<file path="src/rtl/feedirq_pkg.sv">
package feedirq_pkg;

  // Register selector taken from byte address bits [3:2]
  typedef enum logic [1:0] {
    SEL_STAT  = 2'd0,
    SEL_ENSET = 2'd1,
    SEL_ENCLR = 2'd2,
    SEL_PEND  = 2'd3
  } reg_sel_e;

  typedef struct packed {
    logic     hit;
    reg_sel_e sel;
  } reg_dec_t;

  localparam int SEL_LSB = 2;
  localparam int SEL_W   = 2;

endpackage

</file>
<file path="src/rtl/feedirq_src_cell.sv">
module feedirq_src_cell (
  input  logic clk,
  input  logic rst,
  input  logic evt,
  input  logic set_en,
  input  logic clr_en,
  input  logic ack,
  output logic stat_q,
  output logic en_q,
  output logic pend_nxt
);

  logic stat_nxt;
  logic en_nxt;

  // A new event outranks an acknowledge in the same cycle
  assign stat_nxt = (stat_q & ~ack) | evt;
  assign en_nxt   = (en_q | set_en) & ~clr_en;
  assign pend_nxt = stat_nxt & en_nxt;

  always_ff @(posedge clk) begin
    if (rst) begin
      stat_q <= 1'b0;
      en_q   <= 1'b0;
    end else begin
      stat_q <= stat_nxt;
      en_q   <= en_nxt;
    end
  end

endmodule

</file>
<file path="src/rtl/feedirq_regif.sv">
module feedirq_regif
  import feedirq_pkg::*;
#(
  parameter int ADDR_W  = 8,
  parameter int DATA_W  = 32,
  parameter int NUM_SRC = 4
) (
  input  logic               clk,
  input  logic               rst,
  input  logic               bus_wr,
  input  logic               bus_rd,
  input  logic [ADDR_W-1:0]  bus_addr,
  input  logic [DATA_W-1:0]  bus_wdata,
  input  logic [NUM_SRC-1:0] stat_q,
  input  logic [NUM_SRC-1:0] en_q,
  output logic [NUM_SRC-1:0] set_mask,
  output logic [NUM_SRC-1:0] clr_mask,
  output logic [NUM_SRC-1:0] ack_mask,
  output logic [DATA_W-1:0]  bus_rdata
);

  localparam int HI_LSB = SEL_LSB + SEL_W;
  localparam int PAD_W  = DATA_W - NUM_SRC;

  reg_dec_t           dec;
  logic [NUM_SRC-1:0] wbits;
  logic [NUM_SRC-1:0] rd_bits;
  logic               unused_wbits;

  assign unused_wbits = ^bus_wdata[DATA_W-1:NUM_SRC];
  assign wbits        = bus_wdata[NUM_SRC-1:0];

  always_comb begin
    dec.hit = (bus_addr[ADDR_W-1:HI_LSB] == '0) && (bus_addr[SEL_LSB-1:0] == '0);
    dec.sel = reg_sel_e'(bus_addr[HI_LSB-1:SEL_LSB]);
  end

  always_comb begin
    set_mask = '0;
    clr_mask = '0;
    ack_mask = '0;
    if (bus_wr && dec.hit) begin
      unique case (dec.sel)
        SEL_ENSET: set_mask = wbits;
        SEL_ENCLR: clr_mask = wbits;
        SEL_PEND:  ack_mask = wbits;
        default:   ;
      endcase
    end
  end

  always_comb begin
    rd_bits = '0;
    if (dec.hit) begin
      unique case (dec.sel)
        SEL_STAT:  rd_bits = stat_q;
        SEL_ENSET: rd_bits = en_q;
        SEL_ENCLR: rd_bits = en_q;
        SEL_PEND:  rd_bits = stat_q & en_q;
        default:   rd_bits = '0;
      endcase
    end
  end

  always_ff @(posedge clk) begin
    if (rst) begin
      bus_rdata <= '0;
    end else if (bus_rd) begin
      bus_rdata <= {{PAD_W{1'b0}}, rd_bits};
    end
  end

endmodule

</file>
<file path="src/rtl/feedirq_irqout.sv">
module feedirq_irqout #(
  parameter int NUM_SRC = 4
) (
  input  logic               clk,
  input  logic               rst,
  input  logic [NUM_SRC-1:0] pend_nxt,
  output logic               irq_o
);

  always_ff @(posedge clk) begin
    if (rst) irq_o <= 1'b0;
    else     irq_o <= |pend_nxt;
  end

endmodule

</file>
<file path="src/rtl/feedirq_ctrl.sv">
module feedirq_ctrl #(
  parameter int ADDR_W  = 8,
  parameter int DATA_W  = 32,
  parameter int NUM_SRC = 4
) (
  input  logic               clk,
  input  logic               rst,
  input  logic               bus_wr,
  input  logic               bus_rd,
  input  logic [ADDR_W-1:0]  bus_addr,
  input  logic [DATA_W-1:0]  bus_wdata,
  output logic [DATA_W-1:0]  bus_rdata,
  input  logic [NUM_SRC-1:0] evt_in,
  output logic               irq_o
);

  logic [NUM_SRC-1:0] stat_q;
  logic [NUM_SRC-1:0] en_q;
  logic [NUM_SRC-1:0] pend_nxt;
  logic [NUM_SRC-1:0] set_mask;
  logic [NUM_SRC-1:0] clr_mask;
  logic [NUM_SRC-1:0] ack_mask;

  feedirq_regif #(
    .ADDR_W (ADDR_W),
    .DATA_W (DATA_W),
    .NUM_SRC(NUM_SRC)
  ) u_regif (
    .clk      (clk),
    .rst      (rst),
    .bus_wr   (bus_wr),
    .bus_rd   (bus_rd),
    .bus_addr (bus_addr),
    .bus_wdata(bus_wdata),
    .stat_q   (stat_q),
    .en_q     (en_q),
    .set_mask (set_mask),
    .clr_mask (clr_mask),
    .ack_mask (ack_mask),
    .bus_rdata(bus_rdata)
  );

  for (genvar i = 0; i < NUM_SRC; i++) begin : g_src
    feedirq_src_cell u_cell (
      .clk     (clk),
      .rst     (rst),
      .evt     (evt_in[i]),
      .set_en  (set_mask[i]),
      .clr_en  (clr_mask[i]),
      .ack     (ack_mask[i]),
      .stat_q  (stat_q[i]),
      .en_q    (en_q[i]),
      .pend_nxt(pend_nxt[i])
    );
  end

  feedirq_irqout #(
    .NUM_SRC(NUM_SRC)
  ) u_irq (
    .clk     (clk),
    .rst     (rst),
    .pend_nxt(pend_nxt),
    .irq_o   (irq_o)
  );

endmodule

</file>
<file path="config.mk">
export PLATFORM = sky130hd
export DESIGN_NAME = feedirq_ctrl
export DESIGN_NICKNAME = d
export VERILOG_FILES = /design/src/rtl/feedirq_pkg.sv /design/src/rtl/feedirq_src_cell.sv /design/src/rtl/feedirq_regif.sv /design/src/rtl/feedirq_irqout.sv /design/src/rtl/feedirq_ctrl.sv
export SDC_FILE = /design/constraint.sdc
export NUM_CORES = 1
export LEC_CHECK = 0
export BUFFER_PORTS_ARGS = -buffer_cell sky130_fd_sc_hd__buf_4
export CAP_MARGIN = 25
export CORE_MARGIN = 3
export CORE_UTILIZATION = 41
export CTS_BUF_LIST = sky130_fd_sc_hd__clkbuf_8 sky130_fd_sc_hd__clkbuf_16
export DETAILED_ROUTE_END_ITERATION = 8
export PLACE_DENSITY = 0.85
export SETUP_SLACK_MARGIN = 0.05
export SYNTH_ARGS = -nofsm -noshare
export SYNTH_HDL_FRONTEND = slang
export SYNTH_SLANG_ARGS = --single-unit
</file>
<file path="constraint.sdc">
create_clock -name clk -period 3.2 [get_ports clk]
set_clock_uncertainty 0.05 [all_clocks]
set_input_delay 0.64 -clock clk [delete_from_list [all_inputs] [get_ports clk]]
set_output_delay 0.64 -clock clk [all_outputs]
set_load 0.01 [all_outputs]
</file>
==> results.md, run 1 <==
- Die boundary width: 54.54 um
- Mean instance size in the synthesized netlist: 8.862 um^2
- Area added between synthesis and finish: 13.99%
- Number of routed nets with antenna violations: 0
- Number of H-tree levels: 1
- Data arrival time at the worst-slack endpoint: 1.95 ns
- Worst Tran Pin Value: 0.6314 ns
- Final core utilization: 52.38%
- Max_cap viols: 0
- Detailed Place HPWL: 1613 um
- Top post-synthesis cells by count: sky130_fd_sc_hd__buf_4 (28), sky130_fd_sc_hd__dfxtp_1 (13), sky130_fd_sc_hd__a21oi_1 (7)
- Fillcell total: 209
- GPL Wtd Cong: 0.8078
- Final period util: 59.18%
- Post-CTS sizing: 0
- Die Y: 54.54 um
- Peak fanout along the critical path: 13
- Antenna violations before repair: 0
- Initial drt markers: 10
- Share of synthesized registers carrying an async set or reset: 0%
- Router iterations before antenna repair: 4
- Total power of the final layout: 378.3 uW
- Outcome: completed
- Wire length of the first global-routing pass: 2815 um
- Antenna Cells: 0
- Unrepaired setup endpoints after global routing: false
- Endpoint type of the worst setup path: flip-flop
- Number of vias after detailed routing: 785
- Total number of clock tree sinks: 13
- Cell type with the largest total area after synthesis: sky130_fd_sc_hd__dfxtp_1
- Cell Area, Synth: 965.9 um^2
- Maximum buffer depth of the clock tree: 2
- Drt wl/cell: 12.13 um
- Post-CTS Setup Inserts: 0
- CP Launch Type: primary input
- I/O pins: 81
- Placeable Area: 0.002102 mm^2
- Via count of the first global-routing pass: 685
- Worst hold path cell count: 2
- Worst R2R Path Depth: 4
- Number of pins exceeding their max-slew limit in the final report: 0
- Portion of the post-synthesis area used by sequential elements: 26.94%
- Quantity of I/O buffers inserted on ports: 24
- Pin count of the biggest net entering global routing: 14
- Clock-pin slew on the worst setup and hold paths: 0.06 ns
- Multi-input gate area: 559.3 um^2
- Clock period minus worst slack: 1.894 ns
- Total number of nets in the final design: 187
- Quantity of hold-fixing buffers added after cts: 0
- Layout cells sized above 1: 29.10%
- Most area-consuming cells after synthesis: sky130_fd_sc_hd__dfxtp_1 (27%), sky130_fd_sc_hd__buf_4 (22%), sky130_fd_sc_hd__ha_1 (5.2%)
- Setup CP Type: primary input to flip-flop
- Power per cell area: 343.6 mW/mm^2
- Yosys Warn Count: 0
- Count of final setup violators: 0
- Share of the synthesized area in the top cell type: 26.94%
- Number of enable-type register cells in the synthesized netlist: 0
- Initial standard-cell utilization of the core: 45.95%
- Path type of the worst min-delay path: flip-flop to flip-flop
- Overflow after GRT: 0
- Sum of routed wire length over all layers: 1953 um
- Top-count cell post-synth: sky130_fd_sc_hd__buf_4
- Maximum frequency from static timing analysis: 528.0 MHz
- CTS tree: yes
- Total track usage: 13.26%
- Die footprint: 0.002974 mm^2
- Commonest register cell after synthesis: sky130_fd_sc_hd__dfxtp_1
- Number of DRC violations after detailed routing: 0
- Lkg Pwr: 0.0005064 uW
- Final hold violation count: 0
- Crit path required time: 3.26 ns
- Setup total negative slack: 0 ns
- Gate Count Post-Synth: 109
- Synth unique cells: 26
- Clock buffer count from CTS: 3
- Number of flip-flops and latches in the synthesized netlist: 13
- Worst IR drop on VDD: 0.1585 mV
- Via density per instance: 4.876
- Clock root buffer: sky130_fd_sc_hd__clkbuf_8
- Sequential cell area in the final layout: 260.3 um^2
- Slew HR: 57.59%
- Number of rows in the core area: 16
- Clock latency of the later-clocked register in the worst-skew pair: 0.24 ns
layout by cell type, fill, tap and decap left out:
cell and instances:
sky130_fd_sc_hd__nor2_1 4, sky130_fd_sc_hd__and2_1 2, sky130_fd_sc_hd__a41o_2 4, sky130_fd_sc_hd__nor3b_2 1, sky130_fd_sc_hd__o21ba_2 4, sky130_fd_sc_hd__clkbuf_8 3
sky130_fd_sc_hd__a21oi_1 7, sky130_fd_sc_hd__dfxtp_1 13, sky130_fd_sc_hd__o211ai_1 5, sky130_fd_sc_hd__ha_1 4, sky130_fd_sc_hd__buf_4 24, sky130_fd_sc_hd__a31oi_1 4
sky130_fd_sc_hd__a41oi_1 1, sky130_fd_sc_hd__conb_1 28, sky130_fd_sc_hd__nor3b_4 1, sky130_fd_sc_hd__and4bb_2 1, sky130_fd_sc_hd__nand2b_1 4, sky130_fd_sc_hd__o2bb2ai_1 3
sky130_fd_sc_hd__nand2_1 4, sky130_fd_sc_hd__nand4_1 4, sky130_fd_sc_hd__nor2b_1 1, sky130_fd_sc_hd__nor4_4 1, sky130_fd_sc_hd__o21a_1 1, sky130_fd_sc_hd__nand3_1 3
sky130_fd_sc_hd__inv_1 7
layout make-up:
class                           count  area share (%)
Clock buffer                        3           3.750
Timing Repair Buffer               24           16.36
Tap cell                           27           3.068
Inverter                            6           2.045
Multi-Input combinational cell     87           50.80
Sequential cell                    13           23.64
Clock inverter                      1          0.3409
power by group:
group	internal, uW	total (uW)	leakage (uW)	switching, uW
Sequential	166	167	0.000106	1.37
Combinational	27.8	69.6	0.000374	41.8
Clock	84.6	142	0.0000269	57.0
final timing paths:
path,slack (ns),from,end
max,1.31,bus_addr[5],u_irq.irq_o
max reg2reg,2.15,g_src[2].u_cell.stat_q,u_regif.bus_rdata[2]
min,0.42,u_regif.bus_rdata[1],u_regif.bus_rdata[1]
min reg2reg,0.42,u_regif.bus_rdata[1],u_regif.bus_rdata[1]
state kept, by name, summed over array words and instances, names as in the netlist:
| name | cells |
|---|---|
| g_src.u_cell.en_q | 4 |
| u_regif.bus_rdata | 4 |
| u_irq.irq_o | 1 |
| g_src.u_cell.stat_q | 4 |
critical path, stage by stage:
cell,delay [ns]
sky130_fd_sc_hd__buf_4,0.12
sky130_fd_sc_hd__nor4_4,0.60
sky130_fd_sc_hd__a31oi_1,0.21
sky130_fd_sc_hd__o211ai_1,0.24
sky130_fd_sc_hd__a41oi_1,0.14
per-stage QoR:
step                      hold WS, ns  setup slack, ns  cells  cell area, um^2
after floorplan                0.4390            1.480    136             1067
after global placement         0.4044            1.094    157             1056
after detailed placement       0.4137            1.047    157             1056
after CTS                      0.4235            1.283    161             1101
after global routing           0.4527            1.186    161             1101
final                          0.4200            1.306    161             1101
logic make-up after synthesis:
logic type               synth area share (%)
AO/OA/AOI/OAI                           23.32
adder cells (fa/ha/maj)                 5.182
buffers and inverters                   25.65
flip-flops                              26.94
other                                  0.3882
AND/OR/NAND/NOR                         18.52
layer usage:
metal	wire, um	track usage, %	up-vias	share of wire [%]
met5	0	0	-	0
met4	18	4.979	0	0.92
met3	176	3.270	4	9.0
met2	1000	24.10	37	51
met1	758	14.66	362	39
li1	-	-	382	-
Power figures use the tool's default switching activity.
==> run 2, diff against run 1 <==
ABC_AREA = 1   (was not set)
CORE_UTILIZATION = 35   (was 41)
PLACE_DENSITY = 0.77   (was 0.85)
clock period = 1.6 ns   (was 3.2 ns; I/O delays follow)
==> results.md, run 2 <==
- Outcome: completed
- Sum of routed wire length over all layers: 1866 um
- Startpoint of the most critical hold path: evt_in[1]
- Clock buffer count from CTS: 3
- Worst Setup SP: bus_addr[7]
- Crit path top cell by count: sky130_fd_sc_hd__nand2_1
- Router iterations before antenna repair: 4
- Clock period minus worst slack: 1.292 ns
- Biggest regs: g_src.u_cell.en_q (4), g_src.u_cell.stat_q (4), u_regif.bus_rdata (4)
- Clock latency of the later-clocked register in the worst-skew pair: 0.24 ns
- Min Hold Slack: 0.2983 ns
- Crit path required time: 1.68 ns
- Fillcell total: 287
- Most used cells in the layout excluding fill and tap cells: sky130_fd_sc_hd__nand2_1 (33), sky130_fd_sc_hd__conb_1 (28), sky130_fd_sc_hd__inv_1 (24), sky130_fd_sc_hd__buf_4 (24), sky130_fd_sc_hd__a21oi_1 (14)
- Cells along the critical path: buf_4 -> nor2_2 -> nand4_2 -> o21ai_1 -> nand2_1 -> nand2_1 -> nand2_1 -> nor2_1 -> nor2_1
- CP Launch Type: primary input
- Maximum frequency from static timing analysis: 773.9 MHz
- Cell type with the largest total area after synthesis: sky130_fd_sc_hd__dfxtp_1
- Share of the synthesized area in the top cell type: 26.56%
- Via count of the first global-routing pass: 749
- Lkg Pwr: 0.0005890 uW
- Quantity of I/O buffers inserted on ports: 24
- Final instance count without filler cells: 204
- Count of final setup violators: 0
- Wire length of the first global-routing pass: 2904 um
- Post-CTS Setup Inserts: 0
- Initial standard-cell utilization of the core: 38.16%
- Layout cells sized above 1: 20.11%
- Gate Count Post-Synth: 148
- Unrepaired setup endpoints after global routing: false
- Die Y: 58.91 um
- Number of pins exceeding their max-slew limit in the final report: 0
- Cell Area, Synth: 979.7 um^2
- Setup CP Type: primary input to flip-flop
- Maximum buffer depth of the clock tree: 2
- Min-Delay Endpoint: g_src[1].u_cell.stat_q
- Detailed Place HPWL: 1546 um
- Number of routed nets with antenna violations: 0
- Antenna Cells: 0
- Final period util: 80.76%
- Worst hold path cell count: 3
- Worst R2R Path Depth: 4
- CTS tree: yes
- Post-CTS sizing: 0
- Pin count of the biggest net entering global routing: 14
- Synth unique cells: 17
- GPL Wtd Cong: 0.8383
- Clock-pin slew on the worst setup and hold paths: 0.05 ns
- Initial drt markers: 18
- Standard cell with the maximum stage delay on the critical path: sky130_fd_sc_hd__nand4_2
- Flop2flop setup slack: 0.63 ns
- Worst IR drop on VDD: 0.5583 mV
- Top-count cell post-synth: sky130_fd_sc_hd__nand2_1
- Portion of the post-synthesis area used by sequential elements: 26.56%
- Antenna violations before repair: 0
- Endpoint of the worst register-to-register path: u_regif.bus_rdata[3]
- Max_cap viols: 0
- Drt wl/cell: 9.147 um
- Setup total negative slack: 0 ns
- Via density per instance: 4.113
- Total track usage: 11.19%
- Number of rows in the core area: 18
- Area added between synthesis and finish: 15.33%
- Number of vias after detailed routing: 839
- Peak fanout along the critical path: 7
- Max incr delay on CP: 0.23 ns
- Data arrival time at the worst-slack endpoint: 1.37 ns
- Cells after DPL: 200
- Yosys Warn Count: 0
- Number of flip-flops and latches in the synthesized netlist: 13
- Overflow after GRT: 0
- Placeable Area: 0.002567 mm^2
- Clock root buffer: sky130_fd_sc_hd__clkbuf_8
- Die boundary width: 58.91 um
- Power per cell area: 667.4 mW/mm^2
- Number of enable-type register cells in the synthesized netlist: 0
- Final hold violation count: 0
- Share of synthesized registers carrying an async set or reset: 0%
- Total number of nets in the final design: 227
- I/O pins: 81
- Path type of the worst min-delay path: primary input to flip-flop
- Commonest register cell after synthesis: sky130_fd_sc_hd__dfxtp_1
- Total number of clock tree sinks: 13
- Die footprint: 0.003470 mm^2
- Most area-consuming cells after synthesis: sky130_fd_sc_hd__dfxtp_1 (27%), sky130_fd_sc_hd__buf_4 (21%), sky130_fd_sc_hd__nand2_1 (13%)
- Top post-synthesis cells by count: sky130_fd_sc_hd__nand2_1 (33), sky130_fd_sc_hd__buf_4 (28), sky130_fd_sc_hd__inv_1 (23)
- Endpoint type of the worst setup path: flip-flop
- Number of DRC violations after detailed routing: 0
- Reg-to-Reg Start: g_src[3].u_cell.stat_q
- Number of H-tree levels: 1
- Mean instance size in the synthesized netlist: 6.620 um^2
- Commonest non-fill, non-tap cell in the layout: sky130_fd_sc_hd__nand2_1
- Quantity of hold-fixing buffers added after cts: 0
==> run 2: cell count changes after synthesis, sizes merged, moves of 5 or more <==
cell | previous run | this run
inv | 6 | 24
o211ai | 5 | 0
nor2 | 4 | 17
a21oi | 7 | 16
nand2 | 4 | 33
==> run 2: through the flow <==
stage / setup slack, ns / area [um^2] / power, uW / utilization, %
floorplan: 0.3454 / 1081 / 471.3 / -
CTS: 0.3162 / 1130 / 763.6 / 44.01
global placement: 0.07797 / 1085 / 474.1 / 42.25
detailed placement: 0.06002 / 1085 / 475.2 / 42.25
global route: 0.1425 / 1130 / 801.1 / 44.01
finish: 0.3079 / 1130 / 754.0 / 44.01
==> run 2: layer usage <==
| layer | wire length [um] | vias to the layer above | GRT usage (%) | part of all wire (%) |
|---|---|---|---|---|
| met5 | 0 | - | 0 | 0 |
| met1 | 779 | 351 | 11.66 | 42 |
| li1 | - | 454 | - | - |
| met2 | 921 | 30 | 19.87 | 49 |
| met3 | 148 | 4 | 4.825 | 7.9 |
| met4 | 17 | 0 | 3.883 | 0.91 |
==> run 2: worst max-delay path by stage <==
stage,end,slack (ns),cells after the start
2_1_floorplan,u_irq.irq_o,0.35,8
3_3_place_gp,u_irq.irq_o,0.08,9
3_5_place_dp,u_irq.irq_o,0.06,9
4_1_cts,u_irq.irq_o,0.32,9
5_1_grt,u_irq.irq_o,0.14,9
6_report,u_irq.irq_o,0.31,9
==> run 2: final cells by class <==
type / instances / area [um^2] / area share, %
Clock inverter: 1 / 3.754 / 0.3322
Multi-Input combinational cell: 109 / 516.7 / 45.74
Timing Repair Buffer: 24 / 180.2 / 15.95
Sequential cell: 13 / 260.3 / 23.03
Tap cell: 30 / 37.54 / 3.322
Inverter: 24 / 90.09 / 7.973
Clock buffer: 3 / 41.29 / 3.654
==> run 2: worst max-delay path: cells and delay by family <==
kind | cells | cell delay, ns
buffers and inverters | 1 | 0.11
AOI/OAI and AO/OA | 1 | 0.22
and+or+nand+nor | 7 | 0.72
==> run 2: kinds of logic (layout without fill, tap and decap cells) <==
| kind of cell | count (synthesis) | in the layout | synth area share, % |
|---|---|---|---|
| AO/OA/AOI/OAI | 23 | 23 | 13.92 |
| flip-flops | 13 | 13 | 26.56 |
| buffers and inverters | 53 | 52 | 31.03 |
| other | 1 | 28 | 0.3828 |
| adder cells (fa/ha/maj) | 4 | 4 | 5.109 |
| AND/OR/NAND/NOR | 54 | 54 | 22.99 |
==> run 2: report_power, final <==
| part | internal, uW | switching (uW) |
|---|---|---|
| clock network | 169 | 114 |
| registers | 332 | 4.29 |
| logic | 49.5 | 85.2 |
| total | 550 | 204 |
==> run 3, diff against run 2 <==
ABC_AREA = 0   (was 1)
CORE_UTILIZATION = 34   (was 35)
PLACE_DENSITY = 0.75   (was 0.77)
clock period = 1 ns   (was 1.6 ns; I/O delays follow)
==> results.md, run 3 (synthesis results as in run 1) <==
- Outcome: complete, but fails checks
- Violations in the final reports: negative setup slack
- Unrepaired setup endpoints after global routing: true
- Router iterations before antenna repair: 4
- Total number of nets in the final design: 199
- Multi-input gate area: 638.1 um^2
- Number of rows in the core area: 18
- Total track usage: 13.81%
- Wire length of the first global-routing pass: 3532 um
- GPL Wtd Cong: 0.8819
- Final core utilization: 51.11%
- CTS tree: yes
- Commonest non-fill, non-tap cell in the layout: sky130_fd_sc_hd__conb_1
- Placeable Area: 0.002590 mm^2
- Via count of the first global-routing pass: 776
- Quantity of I/O buffers inserted on ports: 24
- Final instance count without filler cells: 176
- Number of vias after detailed routing: 850
- Maximum buffer depth of the clock tree: 2
- Crit path required time: 1.05 ns
- Number of DRC violations after detailed routing: 0
- Fillcell total: 248
- Die footprint: 0.003516 mm^2
- Quantity of hold-fixing buffers added after cts: 0
- Startpoint of the most critical hold path: evt_in[2]
- Clock buffer count from CTS: 3
- Count of final setup violators: 12
- Setup CP Type: primary input to flip-flop
- Worst Setup Slack post-DPL: -0.4624 ns
- Initial standard-cell utilization of the core: 37.29%
- Drt wl/cell: 13.81 um
- Max_cap viols: 0
- Clock-pin slew on the worst setup and hold paths: 0.05 ns
- Sequential cell area in the final layout: 264.0 um^2
- Clock period minus worst slack: 1.280 ns
- Number of H-tree levels: 1
- Initial drt markers: 15
- Peak fanout along the critical path: 5
- Pin count of the biggest net entering global routing: 14
- Final setup slack of the worst path: -0.2797 ns
- Detailed Place HPWL: 1748 um
- Via density per instance: 4.830
- Clock latency of the later-clocked register in the worst-skew pair: 0.24 ns
- Worst Setup SP: bus_addr[6]
- Biggest regs: g_src.u_cell.en_q (4), g_src.u_cell.stat_q (4), u_regif.bus_rdata (4)
- Number of routed nets with antenna violations: 0
- Final hold violation count: 0
- Data arrival time at the worst-slack endpoint: 1.33 ns
- Sum of routed wire length over all layers: 2431 um
- Overflow after GRT: 0
- Lkg Pwr: 0.0005883 uW
- Number of pins exceeding their max-slew limit in the final report: 0
- Area added between synthesis and finish: 37.05%
- Path type of the worst min-delay path: primary input to flip-flop
- Antenna violations before repair: 0
- Antenna Cells: 0
- Final period util: 128.0%
- Layout cells sized above 1: 41.78%
- I/O pins: 81
- Power per cell area: 967.4 mW/mm^2
- Endpoint type of the worst setup path: flip-flop
- Cells after DPL: 169
- Total number of clock tree sinks: 13
- Die boundary width: 59.30 um
- Die Y: 59.30 um
- Worst IR drop on VDD: 0.9114 mV
- Most used cells in the layout excluding fill and tap cells: sky130_fd_sc_hd__conb_1 (28), sky130_fd_sc_hd__buf_4 (26), sky130_fd_sc_hd__dfxtp_1 (10), sky130_fd_sc_hd__buf_6 (9), sky130_fd_sc_hd__inv_1 (7)
- Clock root buffer: sky130_fd_sc_hd__clkbuf_8
- Reg-to-Reg Start: g_src[2].u_cell.stat_q
- Maximum frequency from static timing analysis: 781.4 MHz
- Flop2flop setup slack: -0.04 ns
- CP Launch Type: primary input
run 3: final timing paths:
kind                            cells after the start                     end
worst min-delay path                                2  g_src[2].u_cell.stat_q
worst min register to register                      2    u_regif.bus_rdata[2]
worst max-delay path                                7             u_irq.irq_o
worst max register to register                      4    u_regif.bus_rdata[2]
run 3: metal layers:
metal,wire [um],GRT usage [%]
met1,824,13.98
met2,1313,24.34
met3,206,4.575
met4,87,8.091
met5,0,0
run 3: critical path, stage by stage:
cell and delay [ns]:
sky130_fd_sc_hd__buf_6 0.09, sky130_fd_sc_hd__nor4_4 0.33, sky130_fd_sc_hd__buf_6 0.18, sky130_fd_sc_hd__buf_12 0.11, sky130_fd_sc_hd__a31oi_4 0.08, sky130_fd_sc_hd__o211ai_1 0.21, sky130_fd_sc_hd__a41oi_1 0.13
run 3: final cells by class:
type / instances / share of cell area [%]
sequential: 13 / 19.94
timing repair buffer: 36 / 23.91
inverter: 6 / 1.701
multi-input combinational: 87 / 48.20
clock buffer: 3 / 3.119
clock inverter: 1 / 0.2836
tap: 30 / 2.836
run 3: metrics by stage:
stage / hold WS (ns) / cell area, um^2 / setup TNS (ns) / power (uW)
after floorplan: 0.2920 / 1067 / -1.970 / 748.3
after detailed placement: 0.3950 / 1127 / -4.587 / 790.0
after CTS: 0.1406 / 1271 / -1.174 / 1283
after global placement: 0.3886 / 1127 / -4.026 / 783.0
final: 0.1476 / 1324 / -1.803 / 1281
after global routing: 0.1462 / 1324 / -2.618 / 1347
run 3: power by group:
group / total, uW / switching, uW / internal [uW]
clock network: 444 / 173 / 270
logic: 302 / 164 / 138
registers: 536 / 5.06 / 530
total: 1280 / 342 / 938
run 3: repair_timing:
| item | CTS | global route |
|---|---|---|
| endpoints found under the setup margin | 15 | 17 |
| buffers inserted | 0 | 2 |
| gates resized for setup | 19 | 7 |
| cloned | 1 | 0 |
| pin swaps | 8 | 6 |
